<file path="config.mk">
export PLATFORM = sky130hd
export DESIGN_NAME = vlink_serial_enc
export DESIGN_NICKNAME = d
export VERILOG_FILES = /design/src/rtl/vlink_pkg.sv /design/src/rtl/vlink_rst_sync.sv /design/src/rtl/vlink_word_shifter.sv /design/src/rtl/vlink_scrambler.sv /design/src/rtl/vlink_nrzi.sv /design/src/rtl/vlink_serial_enc.sv
export SDC_FILE = /design/constraint.sdc
export NUM_CORES = 1
export LEC_CHECK = 0
export BUFFER_PORTS_ARGS = -buffer_cell sky130_fd_sc_hd__buf_2
export CORE_UTILIZATION = 39
export DETAILED_ROUTE_END_ITERATION = 12
export GPL_TIMING_DRIVEN = 0
export PLACE_DENSITY = 0.67
export SETUP_SLACK_MARGIN = 0.2
export SKIP_LAST_GASP = 1
export SYNTH_ARGS = -nofsm -noshare
export SYNTH_HDL_FRONTEND = slang
export SYNTH_SLANG_ARGS = --single-unit
</file>
<file path="constraint.sdc">
create_clock -name clk_ser -period 0.8 [get_ports clk_ser]
set_input_delay 0.04 -clock clk_ser [delete_from_list [all_inputs] [get_ports clk_ser]]
set_output_delay 0.04 -clock clk_ser [all_outputs]
set_load 0.01 [all_outputs]
</file>
<file path="src/rtl/vlink_pkg.sv">
package vlink_pkg;
  // Parallel word width delivered by the interleaver.
  localparam int WORD_W  = 10;
  // Scrambler generator x^SCR_LEN + x^SCR_TAP + 1.
  localparam int SCR_LEN = 9;
  localparam int SCR_TAP = 4;
  // Flops in the reset release synchronizer.
  localparam int RST_STAGES = 2;
endpackage

</file>
<file path="src/rtl/vlink_rst_sync.sv">
module vlink_rst_sync #(
  parameter int STAGES = vlink_pkg::RST_STAGES
) (
  input  logic clk,
  input  logic rst_n,
  output logic rst_sync_n
);
  logic [STAGES-1:0] chain_q;
  logic [STAGES-1:0] chain_d;

  always_comb begin
    chain_d = {chain_q[STAGES-2:0], 1'b1};
  end

  always_ff @(posedge clk or negedge rst_n) begin
    if (!rst_n) begin
      chain_q <= '0;
    end else begin
      chain_q <= chain_d;
    end
  end

  assign rst_sync_n = chain_q[STAGES-1];
endmodule

</file>
<file path="src/rtl/vlink_word_shifter.sv">
module vlink_word_shifter #(
  parameter int WORD_W = vlink_pkg::WORD_W
) (
  input  logic              clk,
  input  logic              rst_n,
  input  logic              load,
  input  logic [WORD_W-1:0] word,
  output logic [WORD_W-1:0] word_q
);
  logic [WORD_W-1:0] word_d;

  // A load replaces the contents; otherwise shift right, filling with 0.
  always_comb begin
    if (load) begin
      word_d = word;
    end else begin
      word_d = {1'b0, word_q[WORD_W-1:1]};
    end
  end

  always_ff @(posedge clk or negedge rst_n) begin
    if (!rst_n) begin
      word_q <= '0;
    end else begin
      word_q <= word_d;
    end
  end
endmodule

</file>
<file path="src/rtl/vlink_scrambler.sv">
module vlink_scrambler #(
  parameter int SCR_LEN = vlink_pkg::SCR_LEN,
  parameter int SCR_TAP = vlink_pkg::SCR_TAP
) (
  input  logic               clk,
  input  logic               rst_n,
  input  logic               en,
  input  logic               din,
  output logic               dout,
  output logic [SCR_LEN-1:0] hist_q
);
  // hist_q[k] holds the scrambled bit from k+1 active clocks ago.
  logic [SCR_LEN-1:0] hist_d;

  assign dout = din ^ hist_q[SCR_TAP-1] ^ hist_q[SCR_LEN-1];

  assign hist_d[0] = en ? dout : hist_q[0];
  for (genvar k = 1; k < SCR_LEN; k++) begin : g_hist
    assign hist_d[k] = en ? hist_q[k-1] : hist_q[k];
  end

  always_ff @(posedge clk or negedge rst_n) begin
    if (!rst_n) begin
      hist_q <= '0;
    end else begin
      hist_q <= hist_d;
    end
  end
endmodule

</file>
<file path="src/rtl/vlink_nrzi.sv">
module vlink_nrzi (
  input  logic clk,
  input  logic rst_n,
  input  logic en,
  input  logic din,
  output logic dout_d,
  output logic state_q
);
  logic state_d;

  assign dout_d = din ^ state_q;

  always_comb begin
    state_d = state_q;
    if (en) begin
      state_d = dout_d;
    end
  end

  always_ff @(posedge clk or negedge rst_n) begin
    if (!rst_n) begin
      state_q <= 1'b0;
    end else begin
      state_q <= state_d;
    end
  end
endmodule

</file>
<file path="src/rtl/vlink_serial_enc.sv">
module vlink_serial_enc #(
  parameter int WORD_W  = vlink_pkg::WORD_W,
  parameter int SCR_LEN = vlink_pkg::SCR_LEN,
  parameter int SCR_TAP = vlink_pkg::SCR_TAP
) (
  input  logic              clk_ser,
  input  logic              rst_n,
  input  logic              word_ld,
  input  logic [WORD_W-1:0] word_in,
  input  logic              bypass,
  output logic              bit_out
);
  logic               rst_sync_n;
  logic [WORD_W-1:0]  sh_word;
  logic               raw_bit;
  logic               stage_en;
  logic               scr_bit;
  logic [SCR_LEN-1:0] scr_hist;
  logic               nrzi_d;
  logic               nrzi_q;
  logic               out_d;
  logic               out_q;

  vlink_rst_sync u_rst_sync (
    .clk        (clk_ser),
    .rst_n      (rst_n),
    .rst_sync_n (rst_sync_n)
  );

  vlink_word_shifter #(.WORD_W(WORD_W)) u_shifter (
    .clk    (clk_ser),
    .rst_n  (rst_sync_n),
    .load   (word_ld),
    .word   (word_in),
    .word_q (sh_word)
  );

  assign raw_bit  = sh_word[0];
  assign stage_en = ~bypass;

  vlink_scrambler #(.SCR_LEN(SCR_LEN), .SCR_TAP(SCR_TAP)) u_scrambler (
    .clk    (clk_ser),
    .rst_n  (rst_sync_n),
    .en     (stage_en),
    .din    (raw_bit),
    .dout   (scr_bit),
    .hist_q (scr_hist)
  );

  vlink_nrzi u_nrzi (
    .clk     (clk_ser),
    .rst_n   (rst_sync_n),
    .en      (stage_en),
    .din     (scr_bit),
    .dout_d  (nrzi_d),
    .state_q (nrzi_q)
  );

  always_comb begin
    out_d = bypass ? raw_bit : nrzi_d;
  end

  always_ff @(posedge clk_ser or negedge rst_sync_n) begin
    if (!rst_sync_n) begin
      out_q <= 1'b0;
    end else begin
      out_q <= out_d;
    end
  end

  assign bit_out = out_q;
endmodule

</file>
==> reports/metrics.yaml, run 1 <==
route:
  drt-met1-wl_um: 557
  drt_iter0_drc: 0
  wl_per_cell_um: 11.5
  met2_length_um: 551
  firstDrtPassIters: 1
  wl_um: 1170
  routed-via-count: 467
  dr.max_layer_used: "met4"
  via_per_inst: 4.58
  routed-wl-met3_um: 47
  ant_nets: 0
  drc: 0
global_route:
  grt_pass1_vias: 450
  grt_use_total_pct: 11.3
  gr-total-overflow: 0
  grt_antenna_before_repair: 0
  grt_pass1_wl_um: 1960
  grt_max_degree: 22
floorplanning:
  pin_count: 15
  floorplan.rows: 16
  core-area_um2: 2020
  die_h_um: 49.2
  start_util_pct: 42.9
  die_w_um: 49.2
  dieArea_um2: 2420
power:
  p_clk_share_pct: 16.8
  cellInternalPower_w: 0.00228
  p_leak_nw: 0.506
  power_density_nw_per_um2: 2890
  share_comb_of_total_power_pct: 28.0
  ir_worst_vdd_mv: 1.96
  netSwitchingPower_w: 0.000772
  power_frac_seq_pct: 55.2
  netSwitchingFraction_pct: 25.3
min_path:
  holdPathEnd: "u_shifter.word_q[4]"
  hp-start: "word_in[4]"
  min-delay-path-class: "in -> reg"
  whs_path_depth: 2
logic_synthesis:
  synth_area_leader_cell: "dfrtp_1"
  ys.flop_type: "dfrtp_1"
  yosys-top-cells-area: "dfrtp_1 (66%), mux2_2 (22%), xnor2_1 (2.0%)"
  syn_area_um2: 868
  synthTopCellsByCount: "dfrtp_1 (23), mux2_2 (17), buf_2 (2), nor2_1 (2), xnor2_1 (2)"
  ys_types: 13
  ys_warn_count: 0
  syn-num-nets: 68
  synth-edff-count: 0
  yosysSeqAreaShare_pct: 66.3
  synth_seq_cells: 23
  netlist.area_leader.share_pct: 66.3
  synth.avg_cell_area_um2: 16.1
  asyncSetResetFlopFracSynth_pct: 100
  post-synth-top-count-cell: "dfrtp_1"
  netlist_instances: 54
place:
  dp_hpwl_um: 819
  post-place-cells: 94
  routabilityCongestion: 0.624
  portBuffers: 13
clocking:
  cts_made_buffers: 3
  htree_levels: 1
  cts.path.max_buffers: 2
  worstSkewPairLatency_ns: 0.30
  cts_tree: "built"
  path_clk_slew_ns: 0.11
  clock_sinks: 23
  cts-root-buf: "clkbuf_4"
finish:
  nets: 90
  synthToLayoutAreaGrowth_pct: 21.5
  drive_gt1_share_pct: 54.7
  fillers: 197
  final_cells: 102
  n_antenna_cell: 0
run_status:
  status: "finished, violations left"
  violations: "negative hold slack, negative setup slack"
sta:
  fin_hold_ws_ns: -0.0409
  rsz0062_at_grt: "true"
  finalClockSkew_ns: 0.00184
  fin_crit_ns: 1.24
  setup_slack_ns: -0.443
  setup_viol_count_final: 6
  maxSlewViolCount: 0
  final-hold-violation-count: 9
  post-route-period-util_pct: 155
  max_freq_mhz: 805
worst_setup_path:
  r2r_end: "u_scrambler.hist_q[0]"
  worstPathCellList: "xnor2_2 > mux2_4 > a21o_1"
  startpoint_type: "register"
  rr_startpoint: "u_scrambler.hist_q[3]"
  cp_max_fo: 2
  timing.critical_path.slowest_stage_cell: "dfrtp_1"
  critPathMaxStageDelay_ns: 0.43
  worstSetupEndpointType: "register"
  reg2reg_depth: 3
  worst-r2r-setup-slack_ns: -0.44
  cp_data_required_time_ns: 1.00
  worstPathArrival_ns: 1.44
  critPathKind: "reg -> reg"
  path_buf_inv: 0
  crit_family: "flip-flops"
flow_run:
  drv_cap: 0
-- cell type report --
cell class / count / area, um^2 / share of cell area [%]
flip-flops and latches: 23 / 579 / 54.9
clock buffers: 4 / 26.3 / 2.49
multi-input cells: 29 / 305 / 28.9
repair buffers: 17 / 100 / 9.49
well taps: 27 / 33.8 / 3.20
plain buffers: 2 / 10.0 / 0.949
-- how the worst max path moves through the flow --
stage,to,cells after the start,start,slack (ns)
finish,u_scrambler.hist_q[0],3,u_scrambler.hist_q[3],-0.44
global route,u_scrambler.hist_q[0],3,u_scrambler.hist_q[3],-0.48
CTS,u_scrambler.hist_q[0],3,u_scrambler.hist_q[8],-0.45
detailed placement,u_scrambler.hist_q[0],3,u_scrambler.hist_q[8],-0.44
global placement,u_scrambler.hist_q[0],3,u_scrambler.hist_q[3],-0.41
floorplan,u_scrambler.hist_q[0],3,u_scrambler.hist_q[8],-0.37
-- what timing repair did --
item,4_1_cts,5_1_grt
pin swaps,1,1
hold buffers,1,1
setup buffers,0,2
gates resized for setup,2,2
hold endpoints to repair,12,10
setup endpoints to repair,21,42
-- metrics by stage --
| stage | area [um^2] | power [W] | util (%) | TNS, ns | setup WS, ns |
|---|---|---|---|---|---|
| 2_1_floorplan | 881 | 0.00224 | - | -0.955 | -0.372 |
| 3_3_place_gp | 980 | 0.00236 | 48.5 | -1.52 | -0.414 |
| 3_5_place_dp | 980 | 0.00241 | 48.5 | -1.65 | -0.435 |
| 4_1_cts | 1020 | 0.00297 | 50.6 | -1.33 | -0.455 |
| 5_1_grt | 1050 | 0.00324 | 52.2 | -1.83 | -0.482 |
| 6_report | 1050 | 0.00305 | 52.2 | -1.57 | -0.443 |
-- sequential cells by signal (all words and copies together), names as in the netlist --
signal              flops
u_nrzi.state_q          1
u_rst_sync.chain_q      2
u_shifter.word_q       10
bit_out                 1
u_scrambler.hist_q      9
-- logic make-up after synthesis --
group / count (synthesis) / synth area share, %
flip-flops: 23 / 66.3
multiplexers: 19 / 24.9
AND/OR/NAND/NOR: 5 / 3.32
XOR/XNOR: 3 / 3.03
buffers and inverters: 2 / 1.15
AO/OA/AOI/OAI: 1 / 0.865
other: 1 / 0.432
-- power groups by stage --
stage | clock network, W | registers [W] | logic [W]
floorplan | 0 | 0.00168 | 0.000560
CTS | 0.000545 | 0.00170 | 0.000728
finish | 0.000511 | 0.00168 | 0.000855
global placement | 0 | 0.00170 | 0.000659
detailed placement | 0 | 0.00172 | 0.000688
global route | 0.000599 | 0.00173 | 0.000913
-- metal layers --
layer | up-vias | track usage [%]
met3 | 2 | 5.61
li1 | 220 | -
met1 | 235 | 13.1
met5 | - | 0
met4 | 0 | 4.41
met2 | 10 | 17.6
-- placed cells by master, fill, tap and decap left out --
cell type,n
conb_1,1
dfrtp_4,1
mux2_4,5
buf_4,2
nor2b_1,1
xor2_1,1
nor2_1,2
xnor2_1,1
clkbuf_1,1
mux2_2,13
dfrtp_1,22
xnor2_2,1
buf_2,15
dlygate4sd3_1,2
a21o_1,1
mux2i_1,1
clkbuf_4,3
and2b_2,1
and2_1,1
Note: power is estimated with default switching activity, not from simulation.
==> run 2: changes to the inputs <==
- PLACE_DENSITY: 0.67 -> 0.65
- clock period: 0.8 -> 1.4 ns (I/O delays scaled with it)
==> reports/metrics.yaml, run 2 (synthesized netlist as in run 1, its figures left out) <==
power:
  p_leak_nw: 0.529  # +4.6%
  power_density_nw_per_um2: 1540  # -47%
  ir_worst_vdd_mv: 1.06  # -46%
  total_power_w: 0.00174  # -43%
worst_setup_path:
  reg2reg_depth: 3  # unchanged
  rr_startpoint: "u_scrambler.hist_q[3]"
  worst-r2r-setup-slack_ns: 0.19  # +0.63 ns
  worstPathArrival_ns: 1.42  # -0.02 ns
  timing.critical_path.slowest_stage_cell: "dfrtp_1"
  critPathMaxStageDelay_ns: 0.42  # about the same
  path_buf_inv: 0  # unchanged
  cp_max_fo: 2  # unchanged
  crit_family: "flip-flops"
  cp_data_required_time_ns: 1.61  # +0.61 ns
  r2r_end: "u_scrambler.hist_q[0]"
  worstSetupEndpointType: "register"
  worstPathCellList: "xnor2_2 > mux2_4 > a21o_1"
  critPathKind: "reg -> reg"
  startpoint_type: "register"
sta:
  final-hold-violation-count: 0  # -9
  relSlewSlack_pct: 45.8
  tns_ns: 0  # +1.57 ns
  finalClockSkew_ns: 0.00217  # +0.000324 ns
  fin_crit_ns: 1.21  # -0.0297 ns
  rsz0062_at_grt: "true"
  worstMarginPinSlew_ns: 0.813
  post-route-period-util_pct: 86.7  # -69 points
  fin_hold_ws_ns: 0.0582  # +0.0991 ns
  setup_viol_count_final: 0  # -6
  maxSlewViolCount: 0  # unchanged
  max_freq_mhz: 824  # +2.4%
floorplanning:
  pin_count: 15  # unchanged
  core-area_um2: 2020  # unchanged
  die_w_um: 49.2  # unchanged
  start_util_pct: 42.9  # unchanged
  floorplan.rows: 16  # unchanged
  dieArea_um2: 2420  # unchanged
  die_h_um: 49.2  # unchanged
route:
  wl_per_cell_um: 11.1  # -2.8%
  drc: 0  # unchanged
  via_per_inst: 4.45  # -2.8%
  wl_um: 1240  # +5.7%
  ant_nets: 0  # unchanged
  drt_iter0_drc: 2  # +2
  routed-via-count: 494  # +5.8%
  firstDrtPassIters: 2  # +1
clocking:
  worstSkewPairLatency_ns: 0.30  # about the same
  htree_levels: 1  # unchanged
  clock_sinks: 23  # unchanged
  path_clk_slew_ns: 0.12  # about the same
  cts-root-buf: "clkbuf_4"
  cts_made_buffers: 3  # unchanged
  cts_tree: "built"
  cts.path.max_buffers: 2  # unchanged
finish:
  largestRegisters: "u_shifter.word_q (10), u_scrambler.hist_q (9), u_rst_sync.chain_q (2)"
  final_common_cell: "dfrtp_1"
  final_cells: 111  # +8.8%
  synthToLayoutAreaGrowth_pct: 30.3
  drive_gt1_share_pct: 50.0  # -4.7 points
  n_antenna_cell: 0  # unchanged
  fillers: 170  # -14%
  final_cell_mix: "dfrtp_1 (23), mux2_2 (17), buf_2 (15)"
  top_register: "u_shifter.word_q"
  post-route-util_pct: 55.9  # +3.8 points
  nets: 99  # +10%
  largest_reg_flops: 10  # unchanged
global_route:
  grt_pass1_wl_um: 2180  # +11%
  grt_max_degree: 22  # unchanged
  grt_use_total_pct: 12.0  # +0.80 points
  grt_antenna_before_repair: 0  # unchanged
  gr-total-overflow: 0  # unchanged
  grt_pass1_vias: 532  # +18%
place:
  dp_hpwl_um: 809  # -1.2%
  routabilityCongestion: 0.621  # -0.54%
  portBuffers: 13  # unchanged
  post-place-cells: 94  # unchanged
min_path:
  min-delay-path-class: "in -> async"
run_status:
  status: "complete, no violations"
flow_run:
  drv_cap: 0  # unchanged
run 2: how the worst max path moves through the flow:
stage | startpoint | end | cells past startpoint
2_1_floorplan | u_scrambler.hist_q[3] | u_scrambler.hist_q[0] | 3
3_3_place_gp | u_scrambler.hist_q[3] | u_scrambler.hist_q[0] | 3
3_5_place_dp | u_scrambler.hist_q[3] | u_scrambler.hist_q[0] | 3
4_1_cts | u_scrambler.hist_q[8] | u_scrambler.hist_q[0] | 3
5_1_grt | u_scrambler.hist_q[3] | bit_out | 4
6_report | u_scrambler.hist_q[3] | u_scrambler.hist_q[0] | 3
run 2: routing by layer:
metal | vias to the layer above | share of wire (%) | global-route usage [%]
met5 | - | 0 | 0
met3 | 0 | 4.0 | 4.67
met2 | 10 | 52 | 21.9
met4 | 0 | 0 | 2.94
met1 | 244 | 44 | 12.9
li1 | 240 | - | -
run 2: where the power goes:
| group | internal (W) | switching [W] |
|---|---|---|
| Clock | 0.000107 | 0.000187 |
| Sequential | 0.000850 | 0.000106 |
| Combinational | 0.000335 | 0.000152 |
| Total | 0.00129 | 0.000445 |
run 2: through the flow:
stage | worst slack (ns) | area [um^2]
after CTS | 0.179 | 1130
final | 0.187 | 1130
after global placement | 0.160 | 975
after detailed placement | 0.148 | 975
after floorplan | 0.217 | 876
after global routing | 0.141 | 1130
run 2: layout make-up:
type | instances | area [um^2] | share of cell area (%)
timing repair buffer | 26 | 190 | 16.8
tap | 27 | 33.8 | 2.99
sequential | 23 | 576 | 50.9
clock inverter | 1 | 5.00 | 0.442
clock buffer | 3 | 22.5 | 1.99
multi-input combinational | 29 | 294 | 26.0
buffer | 2 | 10.0 | 0.885
run 2: what timing repair did:
item | 4_1_cts | 5_1_grt
setup buffers | 2 | 0
setup endpoints to repair | 2 | 3
hold endpoints to repair | 12 | 0
pin swaps | 1 | 2
gates resized for setup | 0 | 1
hold buffers | 11 | 0
==> run 3: changes to the inputs <==
- SETUP_SLACK_MARGIN: 0.2 -> 0.15
==> reports/metrics.yaml, run 3 (synthesized netlist as in run 1, its figures left out) <==
sta:
  fin_crit_ns: 1.24  # +0.0273 ns
  setup_viol_count_final: 0  # unchanged
  max_freq_mhz: 806  # -2.2%
  relSlewSlack_pct: 45.8  # about the same
  final-hold-violation-count: 0  # unchanged
  worstMarginPinSlew_ns: 0.813  # +0.000571 ns
  tns_ns: 0  # unchanged
  finalClockSkew_ns: 0.00490  # +0.00273 ns
  post-route-period-util_pct: 88.6  # +2.0 points
  rsz0062_at_grt: "true"
  maxSlewViolCount: 0  # unchanged
finish:
  multi_input_area_um2: 290  # -1.3%
  post-route-util_pct: 54.9  # -1.1 points
  fillers: 178  # +4.7%
  largestRegisters: "u_shifter.word_q (10), u_scrambler.hist_q (9), u_rst_sync.chain_q (2)"
  final_common_cell: "dfrtp_1"
  nets: 97  # -2.0%
  seq_area_um2: 576  # unchanged
  drive_gt1_share_pct: 48.8  # -1.2 points
  largest_reg_flops: 10  # unchanged
  top_register: "u_shifter.word_q"
  final_cell_mix: "dfrtp_1 (23), mux2_2 (17), buf_2 (15)"
  n_antenna_cell: 0  # unchanged
  final_area_um2: 1110  # -1.9%
  synthToLayoutAreaGrowth_pct: 27.8
route:
  ant_nets: 0  # unchanged
  drt_iter0_drc: 3  # +1
  drc: 0  # unchanged
  via_per_inst: 4.43  # -0.43%
  routed-via-count: 483  # -2.2%
  wl_um: 1100  # -11%
  firstDrtPassIters: 4  # +2
  wl_per_cell_um: 10.0  # -9.7%
floorplanning:
  dieArea_um2: 2420  # unchanged
  floorplan.rows: 16  # unchanged
  core-area_um2: 2020  # unchanged
  pin_count: 15  # unchanged
  die_h_um: 49.2  # unchanged
  die_w_um: 49.2  # unchanged
  start_util_pct: 42.9  # unchanged
worst_setup_path:
  startpoint_type: "register"
  worstPathCellList: "xnor2_2 > mux2_4 > a21o_1"
  cp_max_fo: 2  # unchanged
  critPathMaxStageDelay_ns: 0.43  # about the same
  timing.critical_path.slowest_stage_cell: "dfrtp_1"
  worstPathArrival_ns: 1.44  # +0.02 ns
  critPathKind: "reg -> reg"
  worstSetupEndpointType: "register"
  cp_data_required_time_ns: 1.60  # about the same
place:
  placed_area_um2: 967  # -0.77%
  portBuffers: 13  # unchanged
  routabilityCongestion: 0.624  # +0.47%
  dp_hpwl_um: 782  # -3.3%
clocking:
  worstSkewPairLatency_ns: 0.30  # about the same
  htree_levels: 1  # unchanged
  cts-root-buf: "clkbuf_4"
  clock_sinks: 23  # unchanged
  path_clk_slew_ns: 0.12  # about the same
  cts.path.max_buffers: 2  # unchanged
  cts_tree: "built"
  cts_made_buffers: 3  # unchanged
power:
  ir_worst_vdd_mv: 0.892  # -16%
  p_leak_nw: 0.522  # -1.3%
  power_density_nw_per_um2: 1500  # -2.5%
run_status:
  status: "complete, no violations"
global_route:
  gr-total-overflow: 0  # unchanged
  grt_pass1_wl_um: 2090  # -4.1%
  grt_pass1_vias: 524  # -1.5%
  grt_max_degree: 22  # unchanged
  grt_use_total_pct: 11.5  # -0.59 points
  grt_antenna_before_repair: 0  # unchanged
min_path:
  min-delay-path-class: "in -> reg"
flow_run:
  drv_cap: 0  # unchanged
## run 3: cell types whose count changed in the layout (fill, tap and decap cells not counted), sizes merged
cell,delta
buf,-1
dlygate4sd3,-1
## run 3: path summary, 6_finish.rpt
path | end | from | cells past startpoint | slack, ns
setup / recovery | u_scrambler.hist_q[0] | u_scrambler.hist_q[3] | 3 | 0.16
hold / removal | u_shifter.word_q[0] | word_in[0] | 2 | 0.006
setup reg to reg | u_scrambler.hist_q[0] | u_scrambler.hist_q[3] | 3 | 0.16
hold reg to reg | u_scrambler.hist_q[5] | u_rst_sync.chain_q[1] | 0 | 0.35
max in group asynchronous | u_shifter.word_q[3] | u_rst_sync.chain_q[1] | 0 | 0.55
min in group asynchronous | u_rst_sync.chain_q[1] | rst_n | 2 | 0.06
## run 3: where the power goes
part / internal [W] / total [W] / switching, W
logic: 0.000287 / 0.000419 / 0.000131
registers: 0.000850 / 0.000952 / 0.000102
clock network: 0.000106 / 0.000290 / 0.000184
total: 0.00124 / 0.00166 / 0.000417
## run 3: layout make-up
type                            count  area share, %
Clock inverter                      1          0.451
Buffer                              2          0.902
Tap cell                           27           3.04
Sequential cell                    23           51.9
Clock buffer                        3           2.03
Timing Repair Buffer               24           15.6
Multi-Input combinational cell     29           26.2
## run 3: what timing repair did
item | 4_1_cts | 5_1_grt
setup buffers | 0 | 1
resized for setup | 1 | 0
pin swaps | 1 | 1
setup endpoints to repair | 2 | 2
hold endpoints to repair | 11 | 0
hold buffers | 10 | 0
## run 3: worst max-delay path: cells and delay by family (launching register included)
| family | cells | cell delay [ns] |
|---|---|---|
| DFF | 1 | 0.43 |
| muxes | 1 | 0.34 |
| xor gates and xnor gates | 1 | 0.22 |
| AOI/OAI and AO/OA | 1 | 0.15 |
## run 3: routing by layer
| layer | track usage [%] | routed length, um | vias up |
|---|---|---|---|
| met4 | 1.47 | 0 | 0 |
| met3 | 5.61 | 47 | 0 |
| met1 | 13.6 | 513 | 238 |
| li1 | - | - | 234 |
| met2 | 19.2 | 534 | 11 |
| met5 | 0 | 0 | - |
## run 3: stage by stage
step / setup slack (ns) / cells / hold WS [ns] / total power [W]
finish: 0.160 / 109 / 0.00557 / 0.00166
global route: 0.116 / 109 / 0.00683 / 0.00177
global placement: 0.104 / 94 / -0.145 / 0.00132
floorplan: 0.172 / 54 / -0.226 / 0.00124
CTS: 0.155 / 108 / 0.000168 / 0.00168
detailed placement: 0.0996 / 94 / -0.143 / 0.00133
